[src/rtl/strm_ctl_pkg.sv]
package strm_ctl_pkg;

    localparam int DATA_W   = 32;
    localparam int FLEN_W   = 12;
    localparam int ITER_W   = 12;
    localparam int WRAP_W   = 16;
    localparam int RST_BIT  = 0;
    localparam int RUN_BIT  = 4;
    localparam int NUM_REGS = 6;

    typedef enum int {
        REG_ID   = 0,
        REG_CTRL = 1,
        REG_FLEN = 2,
        REG_ITER = 3,
        REG_WRAP = 4,
        REG_DONE = 5
    } reg_idx_e;

    // word (not byte) offset of each register
    function automatic int reg_word(input int idx);
        case (idx)
            REG_ID:   return 0;
            REG_CTRL: return 1;
            REG_FLEN: return 2;
            REG_ITER: return 3;
            REG_WRAP: return 4;
            REG_DONE: return 8;
            default:  return -1;
        endcase
    endfunction

    typedef struct packed {
        logic              rst;
        logic              run;
        logic [FLEN_W-1:0] flen;
        logic [ITER_W-1:0] iter;
        logic [WRAP_W-1:0] wrap;
        logic              done;
        logic [DATA_W-1:0] rdata;
        logic              rvalid;
    } bank_state_t;

endpackage

[src/rtl/strm_ctl_decode.sv]
module strm_ctl_decode
    import strm_ctl_pkg::*;
#(
    parameter int WW = 6
) (
    input  logic [WW-1:0]       waddr,
    output logic [NUM_REGS-1:0] hit
);

    for (genvar i = 0; i < NUM_REGS; i++) begin : g_hit
        assign hit[i] = (waddr == WW'(reg_word(i)));
    end

    always_comb begin
        a_r11_decode_onehot: assert ($onehot0(hit))
            else $error("decoder matched more than one register");
    end

endmodule

[src/rtl/strm_ctl_rdmux.sv]
module strm_ctl_rdmux
    import strm_ctl_pkg::*;
#(
    parameter logic [DATA_W-1:0] ID_VALUE = '0
) (
    input  logic [NUM_REGS-1:0] hit,
    input  logic                done,
    output logic [DATA_W-1:0]   word
);

    always_comb begin
        word = '0;
        if (hit[REG_ID])   word = ID_VALUE;
        if (hit[REG_DONE]) word = {{(DATA_W-1){1'b0}}, done};
    end

endmodule

[src/rtl/strm_ctl_regs.sv]
module strm_ctl_regs
    import strm_ctl_pkg::*;
#(
    parameter int                AW       = 8,
    parameter logic [DATA_W-1:0] ID_VALUE = 32'hC7A1_0005
) (
    input  logic              clk,
    input  logic              rst_n,
    input  logic              wr_en,
    input  logic [AW-1:0]     wr_addr,
    input  logic [DATA_W-1:0] wr_data,
    input  logic              rd_en,
    input  logic [AW-1:0]     rd_addr,
    output logic [DATA_W-1:0] rd_data,
    output logic              rd_valid,
    input  logic              eng_done,
    output logic              eng_rst,
    output logic              eng_run,
    output logic [FLEN_W-1:0] frame_len,
    output logic [ITER_W-1:0] iter_cnt,
    output logic [WRAP_W-1:0] wrap_addr
);

    localparam int WW = AW - 2;

    logic [NUM_REGS-1:0] wr_hit;
    logic [NUM_REGS-1:0] rd_hit;
    logic [DATA_W-1:0]   rd_word;
    bank_state_t         st_d, st_q;

    logic unused_bits;
    assign unused_bits = ^{wr_addr[1:0], rd_addr[1:0], wr_data[DATA_W-1:WRAP_W]};

    strm_ctl_decode #(.WW(WW)) i_wr_dec (.waddr(wr_addr[AW-1:2]), .hit(wr_hit));
    strm_ctl_decode #(.WW(WW)) i_rd_dec (.waddr(rd_addr[AW-1:2]), .hit(rd_hit));

    strm_ctl_rdmux #(.ID_VALUE(ID_VALUE)) i_rdmux (
        .hit  (rd_hit),
        .done (st_q.done),
        .word (rd_word)
    );

    always_comb begin
        st_d        = st_q;
        st_d.done   = eng_done;
        st_d.rvalid = rd_en;
        st_d.rdata  = rd_en ? rd_word : '0;
        if (wr_en) begin
            if (wr_hit[REG_CTRL]) begin
                st_d.rst = wr_data[RST_BIT];
                st_d.run = wr_data[RUN_BIT];
            end
            if (wr_hit[REG_FLEN]) st_d.flen = wr_data[FLEN_W-1:0];
            if (wr_hit[REG_ITER]) st_d.iter = wr_data[ITER_W-1:0];
            if (wr_hit[REG_WRAP]) st_d.wrap = wr_data[WRAP_W-1:0];
        end
    end

    always_ff @(posedge clk) begin
        if (!rst_n) st_q <= '0;
        else        st_q <= st_d;
    end

    assign rd_data   = st_q.rdata;
    assign rd_valid  = st_q.rvalid;
    assign eng_rst   = st_q.rst;
    assign eng_run   = st_q.run;
    assign frame_len = st_q.flen;
    assign iter_cnt  = st_q.iter;
    assign wrap_addr = st_q.wrap;

    a_r12_valid_follows: assert property (@(posedge clk) disable iff (!rst_n)
        rd_en |=> rd_valid);
    a_r12_idle_zero: assert property (@(posedge clk) disable iff (!rst_n)
        !rd_en |=> (!rd_valid && rd_data == '0));
    a_r2_id_read: assert property (@(posedge clk) disable iff (!rst_n)
        (rd_en && rd_hit[REG_ID]) |=> rd_data == ID_VALUE);
    a_r8_wo_reads_zero: assert property (@(posedge clk) disable iff (!rst_n)
        (rd_en && !rd_hit[REG_ID] && !rd_hit[REG_DONE]) |=> rd_data == '0);
    a_r4_flen_load: assert property (@(posedge clk) disable iff (!rst_n)
        (wr_en && wr_hit[REG_FLEN]) |=> frame_len == $past(wr_data[FLEN_W-1:0]));
    a_r10_hold_idle: assert property (@(posedge clk) disable iff (!rst_n)
        !wr_en |=> ($stable(eng_rst) && $stable(eng_run) && $stable(frame_len)
                    && $stable(iter_cnt) && $stable(wrap_addr)));
    a_r9_ro_write_ignored: assert property (@(posedge clk) disable iff (!rst_n)
        (wr_en && !wr_hit[REG_CTRL] && !wr_hit[REG_FLEN] && !wr_hit[REG_ITER]
         && !wr_hit[REG_WRAP])
        |=> ($stable(eng_rst) && $stable(eng_run) && $stable(frame_len)
             && $stable(iter_cnt) && $stable(wrap_addr)));

endmodule

[config.mk]
export PLATFORM = sky130hd
export DESIGN_NAME = strm_ctl_regs
export DESIGN_NICKNAME = d
export VERILOG_FILES = /design/src/rtl/strm_ctl_pkg.sv /design/src/rtl/strm_ctl_decode.sv /design/src/rtl/strm_ctl_rdmux.sv /design/src/rtl/strm_ctl_regs.sv
export SDC_FILE = /design/constraint.sdc
export NUM_CORES = 1
export LEC_CHECK = 0
export BUFFER_PORTS_ARGS = -buffer_cell sky130_fd_sc_hd__buf_2
export CAP_MARGIN = 5
export CORE_MARGIN = 3
export CORE_UTILIZATION = 35
export DETAILED_ROUTE_END_ITERATION = 8
export PLACE_DENSITY_LB_ADDON = 0.12
export REMOVE_ABC_BUFFERS = 1
export SLEW_MARGIN = 40
export SYNTH_ARGS = -nofsm -noshare
export SYNTH_HDL_FRONTEND = slang
export SYNTH_SLANG_ARGS = --single-unit
[constraint.sdc]
create_clock -name clk -period 4.7 [get_ports clk]
set_input_delay 0.47 -clock clk [delete_from_list [all_inputs] [get_ports clk]]
set_output_delay 0.47 -clock clk [all_outputs]
set_load 0.01 [all_outputs]
==> flow_summary.yaml <==
synth:
  synth.most_common_cell: "nand2_1"
  synth_area_mm2: 0.00193
  synth_largest_type_area_fraction_pct: 47.6
  synth.largest_area_cell: "dfxtp_1"
  synth_area_leaders: "dfxtp_1 (48%), mux2i_1 (22%), buf_4 (12%)"
  yosys-top-cells-count: "nand2_1 (59), dfxtp_1 (46), mux2i_1 (42)"
  number_of_warnings_reported_in_the_yosys_synthesis_log: 0
  async_set_or_reset_register_ratio_after_synthesis_pct: 0
  ys_seq_elements: 46
  number_of_enable_type_register_cells_in_the_synthesized_netlist: 0
  number_of_distinct_library_cells_after_synthesis: 17
  netlist_instances: 205
  synthFlopType: "dfxtp_1"
  synth_area_per_cell_um2: 9.43
  synth_seq_area_share_pct: 47.6
worst_setup_path:
  path_common_cell: "or4b_1"
  arrival_ns: 2.24
  slowest_cell_on_crit_path: "or4b_1"
  cell_class_contributing_the_biggest_share_of_worst_path_delay: "simple AND/OR/NAND/NOR gates"
  worst-path-buf-inv: 1
  top_fanout_value_on_the_critical_path: 12
  timing.reg2reg.setup_slack_ns: 4.09
  cp_slowest_stage_delay_ns: 0.88
  critical_path.cell_chain: "buf_2, or4b_1, or4b_1, mux2i_1"
  critPathLaunch: "wr_addr[5]"
  worst_path_required_time_ns: 4.85
  timing.reg2reg.worst_path_depth: 2
  critical_path.endpoint: "frame_len[3]"
  crit_path_end_kind: "flip-flop"
  path_depth: 4
  timing.setup.critical_path_class: "input pin to flip-flop"
  crit-reg2reg-capture: "frame_len[2]"
  reg2reg_launch_point: "frame_len[2]"
  timing.critical_path.from_type: "input pin"
power_and_ir_drop:
  finalPower_mw: 0.684
  power.static_leakage_nw: 1.33
  cellInternalPower_mw: 0.526
  netSwitchingFraction_pct: 23.1
  power.net_switching_mw: 0.158
  peakVddDrop_mv: 0.135
  pwr-share-clk_pct: 35.9
  seq_power_share_pct: 57.4
  pwr_density_cell_mw_per_mm2: 289
  comb_power_share_pct: 6.7
sta:
  worst_margin_slew_ns: 0.797
  rsz0062_at_grt: "no"
  timing.final.hold_violations: 0
  finalClockSkew_ns: 0.000256
  max_clock_freq_mhz: 480
  setup_violations: 0
  timing.final.crit_period_ns: 2.08
  min_period_over_period_pct: 44.3
  finalSetupTns_ns: 0
  finalMaxSlewViolations: 0
  slew-limit-headroom_pct: 46.8
hold_path:
  min_from: "rd_addr[5]"
  holdCritPathClass: "input pin to flip-flop"
grt:
  grt_pass1_wl_mm: 6.33
  largest_net_degree_at_the_start_of_global_routing: 61
  grt.total_usage_pct: 12.6
  grt_overflow: 0
  via_count_of_the_first_global_routing_pass: 1354
  initial_antenna_violation_count: 0
clock_network:
  htree_levels: 2
  clock_tree_from_tritoncts: "yes"
  num_clock_sinks: 46
  cts_setup_buffers: 0
  postCtsResizedCells: 0
  number_of_buffers_created_by_cts: 5
  clk_root_buffer_cell: "clkbuf_8"
  cts.clk_slew.worst_paths_ns: 0.08
  worst_skew_pair.late_latency_ns: 0.29
  number_of_buffers_added_to_fix_hold_violations_after_cts: 0
  clock_tree.buffer_depth: 2
route:
  wire_per_inst_um: 11.2
  dr_total_vias: 1453
  detail_route.wirelength_mm: 3.92
  route.detailed.drc: 0
  drt_pass1_iterations: 3
  dr.first_iter.drc_count: 43
  count_of_antenna_violating_nets_left_after_detailed_routing: 0
  via_per_inst: 4.16
status:
  run_status: "finished, final reports clean"
job:
  max-cap-violations: 0
place:
  placed_area_mm2: 0.00227
  gp_congestion: 0.658
  io_buffers: 85
  detailedPlacementHpwl_mm: 2.79
layout:
  insertedDiodeCount: 0
  design_area_mm2: 0.00236
  final_layout_size_suffix_gt1_share_pct: 34.4
  area.growth.synth_to_final_pct: 22.3
  design.final.nets: 331
  filler_cells: 542
die:
  floorplan.die_area_mm2: 0.00645
  fp.dieW_um: 80.3
  top_level_ports: 128
  die_height_um: 80.3
  placementRows: 26
  starting_density_of_the_core_pct: 36.9
  placeableCoreArea_mm2: 0.00524
-- metrics by stage --
stage / worst slack [ns] / instances / hold WS [ns] / util [%]
2_1_floorplan: 2.10 / 185 / 0.414 / -
3_3_place_gp: 2.29 / 341 / 0.428 / 43.2
3_5_place_dp: 2.29 / 341 / 0.433 / 43.3
4_1_cts: 2.61 / 349 / 0.326 / 45.1
5_1_grt: 2.54 / 349 / 0.340 / 45.1
6_report: 2.62 / 349 / 0.338 / 45.1
-- worst reg2reg max path: cells and delay by family (launching register included) --
kind	cells	cell delay [ns]
AND/OR/NAND/NOR	1	0.05
flip-flops	1	0.35
multiplexers	1	0.14
-- registers in the layout, indices dropped and copies added, names as in the netlist --
register   flops
rd_data        2
rd_valid       1
iter_cnt      12
wrap_addr     16
frame_len     12
eng_rst        1
st_q           1
eng_run        1
-- cells by family after synthesis --
family                 count (synthesis)  synth area share, %
AO/OA/AOI/OAI                          1                0.259
other                                  1                0.194
buffers and inverters                 42                 14.5
AND/OR/NAND/NOR                       73                 15.7
flip-flops                            46                 47.6
multiplexers                          42                 21.7
-- layer usage --
metal	track usage (%)	part of all wire [%]	wire, um	vias to the layer above
met5	0	0	0	-
met4	5.57	1.1	44	0
met3	4.60	11	443	7
met2	18.7	43	1700	65
met1	16.3	44	1730	623
li1	-	-	-	758
-- power groups by stage --
stage | logic, mW | registers [mW] | clock network, mW
2_1_floorplan | 0.0185 | 0.403 | 0
5_1_grt | 0.0527 | 0.393 | 0.270
6_report | 0.0456 | 0.393 | 0.246
4_1_cts | 0.0459 | 0.393 | 0.258
3_5_place_dp | 0.0457 | 0.402 | 0
3_3_place_gp | 0.0459 | 0.402 | 0
-- final cells by class --
cell class,count,area [um2],share of cell area (%)
flip-flops and latches,46,921,39.0
multi-input cells,138,821,34.7
repair buffers,86,435,18.4
well taps,70,87.6,3.71
clock buffers,6,82.6,3.49
clock inverters,2,12.5,0.529
inverters,1,3.75,0.159
-- cells in the final DEF, fill, tap and decap left out, types with 2 or more instances in the layout --
master / count
clkbuf_8: 6
and2_1: 2
mux2i_1: 42
nand3_1: 2
nand2_1: 59
buf_2: 84
nor2_1: 4
or4b_1: 2
buf_4: 2
dfxtp_1: 46
conb_1: 22
-- how the worst min path moves through the flow --
stage / to / slack (ns) / cells after the start
global route: rd_data[30] / 0.34 / 2
CTS: rd_data[30] / 0.33 / 2
global placement: rd_data[0] / 0.43 / 2
floorplan: rd_data[0] / 0.41 / 2
finish: rd_data[30] / 0.34 / 2
detailed placement: rd_data[0] / 0.43 / 2
No activity file was read; power rests on OpenSTA's default activity.
